### config.mk
export PLATFORM = sky130hd
export DESIGN_NAME = bb_bridge
export DESIGN_NICKNAME = d
export VERILOG_FILES = /design/src/rtl/bb_pkg.sv /design/src/rtl/bb_host_regs.sv /design/src/rtl/bb_xfer_fsm.sv /design/src/rtl/bb_bridge.sv
export SDC_FILE = /design/constraint.sdc
export NUM_CORES = 1
export LEC_CHECK = 0
export ABC_AREA = 1
export BUFFER_PORTS_ARGS = -buffer_cell sky130_fd_sc_hd__buf_2
export CAP_MARGIN = 20
export CORE_ASPECT_RATIO = 1.75
export CORE_MARGIN = 1.5
export CORE_UTILIZATION = 47
export DETAILED_ROUTE_END_ITERATION = 8
export GPL_TIMING_DRIVEN = 0
export PLACE_DENSITY = 0.81
export SETUP_SLACK_MARGIN = 0.02
export SYNTH_ARGS = -nofsm -noshare
export SYNTH_HDL_FRONTEND = slang
export SYNTH_HIERARCHICAL = 1
export SYNTH_SLANG_ARGS = --single-unit
### constraint.sdc
create_clock -name clk -period 1.25 [get_ports clk]
set_input_delay 0.25 -clock clk [delete_from_list [all_inputs] [get_ports clk]]
set_output_delay 0.25 -clock clk [all_outputs]
set_load 0.05 [all_outputs]
### src/rtl/bb_pkg.sv
package bb_pkg;
  localparam int unsigned SEL_W = 2;
  localparam logic [SEL_W-1:0] OFS_LO   = 2'd0;
  localparam logic [SEL_W-1:0] OFS_HI   = 2'd1;
  localparam logic [SEL_W-1:0] OFS_CTRL = 2'd2;
  localparam logic [SEL_W-1:0] OFS_CMD  = 2'd3;

  localparam int unsigned BIT_TGT  = 0;
  localparam int unsigned BIT_DIR  = 1;
  localparam int unsigned BIT_RST  = 3;
  localparam int unsigned BIT_IRQN = 4;
  localparam int unsigned BIT_BUSY = 5;

  localparam logic [7:0] CTRL_WMASK = 8'h0B;

  // Keep only the host-writable control bits.
  function automatic logic [7:0] ctrl_filter(input logic [7:0] wr);
    return wr & CTRL_WMASK;
  endfunction

  // Compose the control/status byte seen by the host.
  function automatic logic [7:0] status_view(input logic [7:0] ctrl,
                                             input logic busy,
                                             input logic irq);
    logic [7:0] s;
    s = ctrl & CTRL_WMASK;
    s[BIT_IRQN] = ~irq;
    s[BIT_BUSY] = busy;
    return s;
  endfunction
endpackage

### src/rtl/bb_host_regs.sv
module bb_host_regs
  import bb_pkg::*;
(
  input  logic             clk,
  input  logic             rst_n,
  input  logic [SEL_W-1:0] hst_sel,
  input  logic             hst_we,
  input  logic [7:0]       hst_wdata,
  output logic [15:0]      wr_word,
  output logic [7:0]       ctrl_byte,
  output logic             cmd_req
);
  logic [7:0] lo_q, hi_q, ctrl_q;
  logic       wr_lo, wr_hi, wr_ctrl;

  assign wr_lo   = hst_we && (hst_sel == OFS_LO);
  assign wr_hi   = hst_we && (hst_sel == OFS_HI);
  assign wr_ctrl = hst_we && (hst_sel == OFS_CTRL);
  assign cmd_req = hst_we && (hst_sel == OFS_CMD);

  always_ff @(posedge clk) begin
    if (!rst_n) begin
      lo_q   <= 8'h00;
      hi_q   <= 8'h00;
      ctrl_q <= 8'h00;
    end else begin
      if (wr_lo)   lo_q   <= hst_wdata;
      if (wr_hi)   hi_q   <= hst_wdata;
      if (wr_ctrl) ctrl_q <= ctrl_filter(hst_wdata);
    end
  end

  assign wr_word   = {hi_q, lo_q};
  assign ctrl_byte = ctrl_q;

  // read-only and unused bits never become set
  p_ctrl_ro_r3: assert property (@(posedge clk) disable iff (!rst_n)
    (ctrl_q & ~CTRL_WMASK) == 8'h00);
  // write holding word changes only by a host byte write
  p_wword_hold_r2: assert property (@(posedge clk) disable iff (!rst_n)
    !(wr_lo || wr_hi) |=> $stable(wr_word));
endmodule

### src/rtl/bb_xfer_fsm.sv
module bb_xfer_fsm #(
  parameter int unsigned TIMEOUT = 256
) (
  input  logic        clk,
  input  logic        rst_n,
  input  logic        cmd_req,
  input  logic        tgt_in,
  input  logic        dir_in,
  input  logic        ctl_ack,
  input  logic [15:0] ctl_rdata,
  output logic        busy,
  output logic        tgt_q,
  output logic        dir_q,
  output logic [15:0] rd_word,
  output logic        cmd_fire,
  output logic        done_ack,
  output logic        done_tmo
);
  localparam int unsigned CNT_W = (TIMEOUT > 2) ? $clog2(TIMEOUT) : 1;
  localparam logic [CNT_W-1:0] CNT_LIM = CNT_W'(TIMEOUT - 1);

  logic             busy_q;
  logic [CNT_W-1:0] cnt_q;
  logic [15:0]      rd_q;

  assign cmd_fire = cmd_req && !busy_q;
  assign done_ack = busy_q && ctl_ack;
  assign done_tmo = busy_q && !ctl_ack && (cnt_q == CNT_LIM);

  always_ff @(posedge clk) begin
    if (!rst_n) begin
      busy_q <= 1'b0;
      cnt_q  <= '0;
      tgt_q  <= 1'b0;
      dir_q  <= 1'b0;
      rd_q   <= 16'h0000;
    end else if (cmd_fire) begin
      busy_q <= 1'b1;
      cnt_q  <= '0;
      tgt_q  <= tgt_in;
      dir_q  <= dir_in;
    end else if (busy_q) begin
      if (done_ack) begin
        busy_q <= 1'b0;
        if (dir_q) rd_q <= ctl_rdata;
      end else if (done_tmo) begin
        busy_q <= 1'b0;
      end else begin
        cnt_q <= cnt_q + 1'b1;
      end
    end
  end

  assign busy    = busy_q;
  assign rd_word = rd_q;

  // a transfer begins only from an accepted command
  p_start_cmd_r6: assert property (@(posedge clk) disable iff (!rst_n)
    $rose(busy_q) |-> $past(cmd_req));
  // an acknowledged transfer ends in the next cycle
  p_ack_end_r7: assert property (@(posedge clk) disable iff (!rst_n)
    done_ack |=> !busy_q);
  // the window counter never passes its limit
  p_cnt_lim_r10: assert property (@(posedge clk) disable iff (!rst_n)
    cnt_q <= CNT_LIM);
  // target and direction stay fixed during a transfer
  p_attr_hold_r11: assert property (@(posedge clk) disable iff (!rst_n)
    busy_q && !$rose(busy_q) |-> $stable(tgt_q) && $stable(dir_q));
  // the read word changes only on an acknowledged read
  p_rword_hold_r8: assert property (@(posedge clk) disable iff (!rst_n)
    !(done_ack && dir_q) |=> $stable(rd_q));
endmodule

### src/rtl/bb_bridge.sv
module bb_bridge
  import bb_pkg::*;
#(
  parameter int unsigned TIMEOUT = 256
) (
  input  logic        clk,
  input  logic        rst_n,
  input  logic [1:0]  hst_sel,
  input  logic        hst_we,
  input  logic [7:0]  hst_wdata,
  output logic [7:0]  hst_rdata,
  output logic        ctl_rst_n,
  output logic        ctl_addr_sel,
  output logic        ctl_rd,
  output logic        ctl_strobe,
  output logic [15:0] ctl_wdata,
  input  logic [15:0] ctl_rdata,
  input  logic        ctl_ack,
  input  logic        ctl_irq
);
  logic [15:0] wr_word, rd_word;
  logic [7:0]  ctrl_byte;
  logic        cmd_req, busy, tgt_q, dir_q;
  logic        cmd_fire, done_ack, done_tmo;

  bb_host_regs u_regs (
    .clk       (clk),
    .rst_n     (rst_n),
    .hst_sel   (hst_sel),
    .hst_we    (hst_we),
    .hst_wdata (hst_wdata),
    .wr_word   (wr_word),
    .ctrl_byte (ctrl_byte),
    .cmd_req   (cmd_req)
  );

  bb_xfer_fsm #(.TIMEOUT(TIMEOUT)) u_fsm (
    .clk       (clk),
    .rst_n     (rst_n),
    .cmd_req   (cmd_req),
    .tgt_in    (ctrl_byte[BIT_TGT]),
    .dir_in    (ctrl_byte[BIT_DIR]),
    .ctl_ack   (ctl_ack),
    .ctl_rdata (ctl_rdata),
    .busy      (busy),
    .tgt_q     (tgt_q),
    .dir_q     (dir_q),
    .rd_word   (rd_word),
    .cmd_fire  (cmd_fire),
    .done_ack  (done_ack),
    .done_tmo  (done_tmo)
  );

  always_comb begin
    unique case (hst_sel)
      OFS_LO:   hst_rdata = rd_word[7:0];
      OFS_HI:   hst_rdata = rd_word[15:8];
      OFS_CTRL: hst_rdata = status_view(ctrl_byte, busy, ctl_irq);
      default:  hst_rdata = 8'h00;
    endcase
  end

  assign ctl_rst_n    = ctrl_byte[BIT_RST];
  assign ctl_addr_sel = tgt_q;
  assign ctl_rd       = dir_q;
  assign ctl_strobe   = busy;
  assign ctl_wdata    = wr_word;

  // a transfer ends only by acknowledge or timeout
  p_end_cause_r10: assert property (@(posedge clk) disable iff (!rst_n)
    $fell(ctl_strobe) |-> $past(done_ack || done_tmo));
  // a command during a transfer is never accepted
  p_cmd_busy_r9: assert property (@(posedge clk) disable iff (!rst_n)
    ctl_strobe |-> !cmd_fire);
endmodule

==> results.json <==
{
  "worst_setup_margin_ns": -0.0137,
  "insertedDiodeCount": 0,
  "synth_cells": 319,
  "preCtsSetupSlack_ns": -0.261,
  "timing.critical_path.arrival_ns": 1.01,
  "gp_routability_congestion": 0.881,
  "cts-buffers-inserted": 5,
  "finalWirelength_mm": 6.05,
  "drt-initial-drc-count": 99,
  "grt_remaining_overflow": 0,
  "finalSetupViolCount": 1,
  "worst_path_max_stage_delay_ns": 0.26,
  "floorplan.core_area_um2": 4400,
  "timing.final.crit_period_ns": 1.26,
  "syn_avg_cell_area_um2": 6.79,
  "slew_viol_final": 0,
  "drt_pass1_iterations": 5,
  "via_per_inst": 5.19,
  "grt_max_degree": 14,
  "grt_antenna_before_repair": 0,
  "fill_cells": 383,
  "cts.htree.levels": 2,
  "worst-path-buf-inv": 2,
  "ant_nets": 0,
  "pwrdens_nw_per_um2": 1010,
  "horizontal_die_dimension_um": 54.3,
  "total_leakage_power_nw": 1.43,
  "outcome": "finished, violations left",
  "port-buffer-count": 57,
  "area_occupied_by_multi_input_gates_um2": 1140,
  "launching_element_type_of_the_critical_path": "input pin",
  "combined_flip_flop_and_latch_cell_area_um2": 950,
  "boundaryPins": 59,
  "setup_repair_after_global_routing_missed_its_margin": "yes",
  "worst_slew_pin_slew_ns": 0.461,
  "synth_nets": 351,
  "worst_ep_required_time_ns": 1.00,
  "cts-hold-fix-buffers": 0,
  "cp_cell_sequence": "buf_12 > nor2_4 > nand2_1 > nand3_2 > buf_8",
  "timing.clock.skew_ns": 0.00779,
  "synthesis.area_um2": 2160,
  "path_clk_slew_ns": 0.09,
  "critical_path_class": "input pin to primary output",
  "flow.area_growth_from_synthesis_pct": 39.0,
  "failing_checks": "negative setup slack",
  "worst_path_max_delay_cell": "sky130_fd_sc_hd__nor2_4",
  "finalCoreUtilization_pct": 68.3,
  "maxCapViolations": 0,
  "tritoncts": "built",
  "clock_tree.root_cell": "sky130_fd_sc_hd__clkbuf_8",
  "hpwlAfterDp_mm": 3.87,
  "via_count_of_the_first_global_routing_pass": 2098,
  "timing.slew.headroom_pct": 69.2,
  "rows": 32,
  "post-place-cells": 427,
  "period_share_pct": 101,
  "worstSkewPairLatency_ns": 0.29,
  "post_route_cells_drive_above_1_share_pct": 36.5,
  "crit_path_max_fanout": 8,
  "yosysWarnings": 6,
  "holdWs_ns": 0.197,
  "grt_pass1_wl_mm": 8.59,
  "fp.dieArea_um2": 5040,
  "drc_errors": 0,
  "critical-path-top-delay-family": "simple AND/OR/NAND/NOR gates",
  "overall_fraction_of_global_route_tracks_in_use_pct": 22.6,
  "avgRoutedWirePerCell_um": 13.5,
  "power.ir.vdd_worst_mv": 0.940,
  "tritoncts_num_sinks": 46,
  "starting_density_pct": 49.1,
  "achievable-frequency_ghz": 0.791,
  "vias": 2324,
  "cts.path.max_buffers": 2,
  "worstHoldPathType": "input pin to flop",
  "hold_viol": 0,
  "final_cell_count_no_fill": 448,
  "die_height_um": 92.8,
  "finish.net_count": 428,
  "critical_path.endpoint_type": "primary output",
  "tns_ns": -0.0137
}
metrics by stage:
step                cell area (um2)  power [W]
global placement               2550    0.00198
floorplan                      2200    0.00185
detailed placement             2550    0.00199
finish                         3010    0.00304
global route                   3010    0.00315
CTS                            2830    0.00302
report_power, final:
part	total (W)	switching (W)	internal, W
clock	0.00101	0.000496	0.000519
sequential	0.00152	0.0000222	0.00150
combinational	0.000497	0.000329	0.000168
total	0.00304	0.000847	0.00219
area by class of cell:
cell class | instances | area share [%]
Multi-Input combinational cell | 223 | 37.9
Sequential cell | 46 | 31.6
Timing Repair Buffer | 71 | 17.1
Inverter | 36 | 4.58
Clock buffer | 8 | 3.37
Buffer | 13 | 3.29
Tap cell | 51 | 2.12
path summary, 6_finish.rpt:
path	slack [ns]	endpoint	cells after the start	startpoint
setup / recovery	-0.01	hst_rdata[3]	5	hst_sel[0]
hold / removal	0.20	u_regs/hi_q[2]$_SDFFE_PN0P_	3	hst_wdata[2]
setup reg to reg	0.01	u_fsm/cnt_q[0]$_SDFFE_PP0P_	7	u_fsm/cnt_q[1]$_SDFFE_PP0P_
hold reg to reg	0.47	u_fsm/rd_word[8]$_SDFFE_PN0P_	2	u_fsm/rd_word[8]$_SDFFE_PN0P_
registers in the layout, indices dropped and copies added, names as in the netlist:
| name | cells |
|---|---|
| u_fsm/tgt_q | 1 |
| u_regs/ctrl_byte | 3 |
| u_fsm/cnt_q | 8 |
| u_regs/hi_q | 8 |
| u_fsm/dir_q | 1 |
| u_fsm/busy | 1 |
| u_regs/lo_q | 8 |
| u_fsm/rd_word | 16 |
layer usage:
metal	vias up	routed length, um	track usage [%]
met5	-	0	0
met4	0	110	7.71
met3	10	257	3.87
met2	79	3400	42.6
met1	1070	2280	23.3
li1	1165	-	-
worst register-to-register path: stages, from the launching register on:
cell and delay (ns):
sky130_fd_sc_hd__dfxtp_2 0.37, sky130_fd_sc_hd__ha_4 0.15, sky130_fd_sc_hd__nand2_2 0.06, sky130_fd_sc_hd__nor2_2 0.12, sky130_fd_sc_hd__nand2_2 0.09, sky130_fd_sc_hd__buf_2 0.16, sky130_fd_sc_hd__nand3b_1 0.11, sky130_fd_sc_hd__a21oi_2 0.07
repair_timing:
item,in CTS,in global routing
gates resized for setup,36,41
endpoints found under the setup margin,17,25
cloned,0,1
pin swaps,5,16
setup buffers,7,6
cell usage in the layout (no fill, tap or decap), drive strengths merged, types with 2 or more instances in the layout:
| cell type | n |
|---|---|
| buf | 83 |
| nand3b | 2 |
| nand3 | 50 |
| nand4 | 4 |
| nor2 | 52 |
| nand2 | 80 |
| inv | 35 |
| clkbuf | 9 |
| dfxtp | 46 |
| a21oi | 29 |
| o21ai | 3 |
No activity file was read; power rests on OpenSTA's default activity.
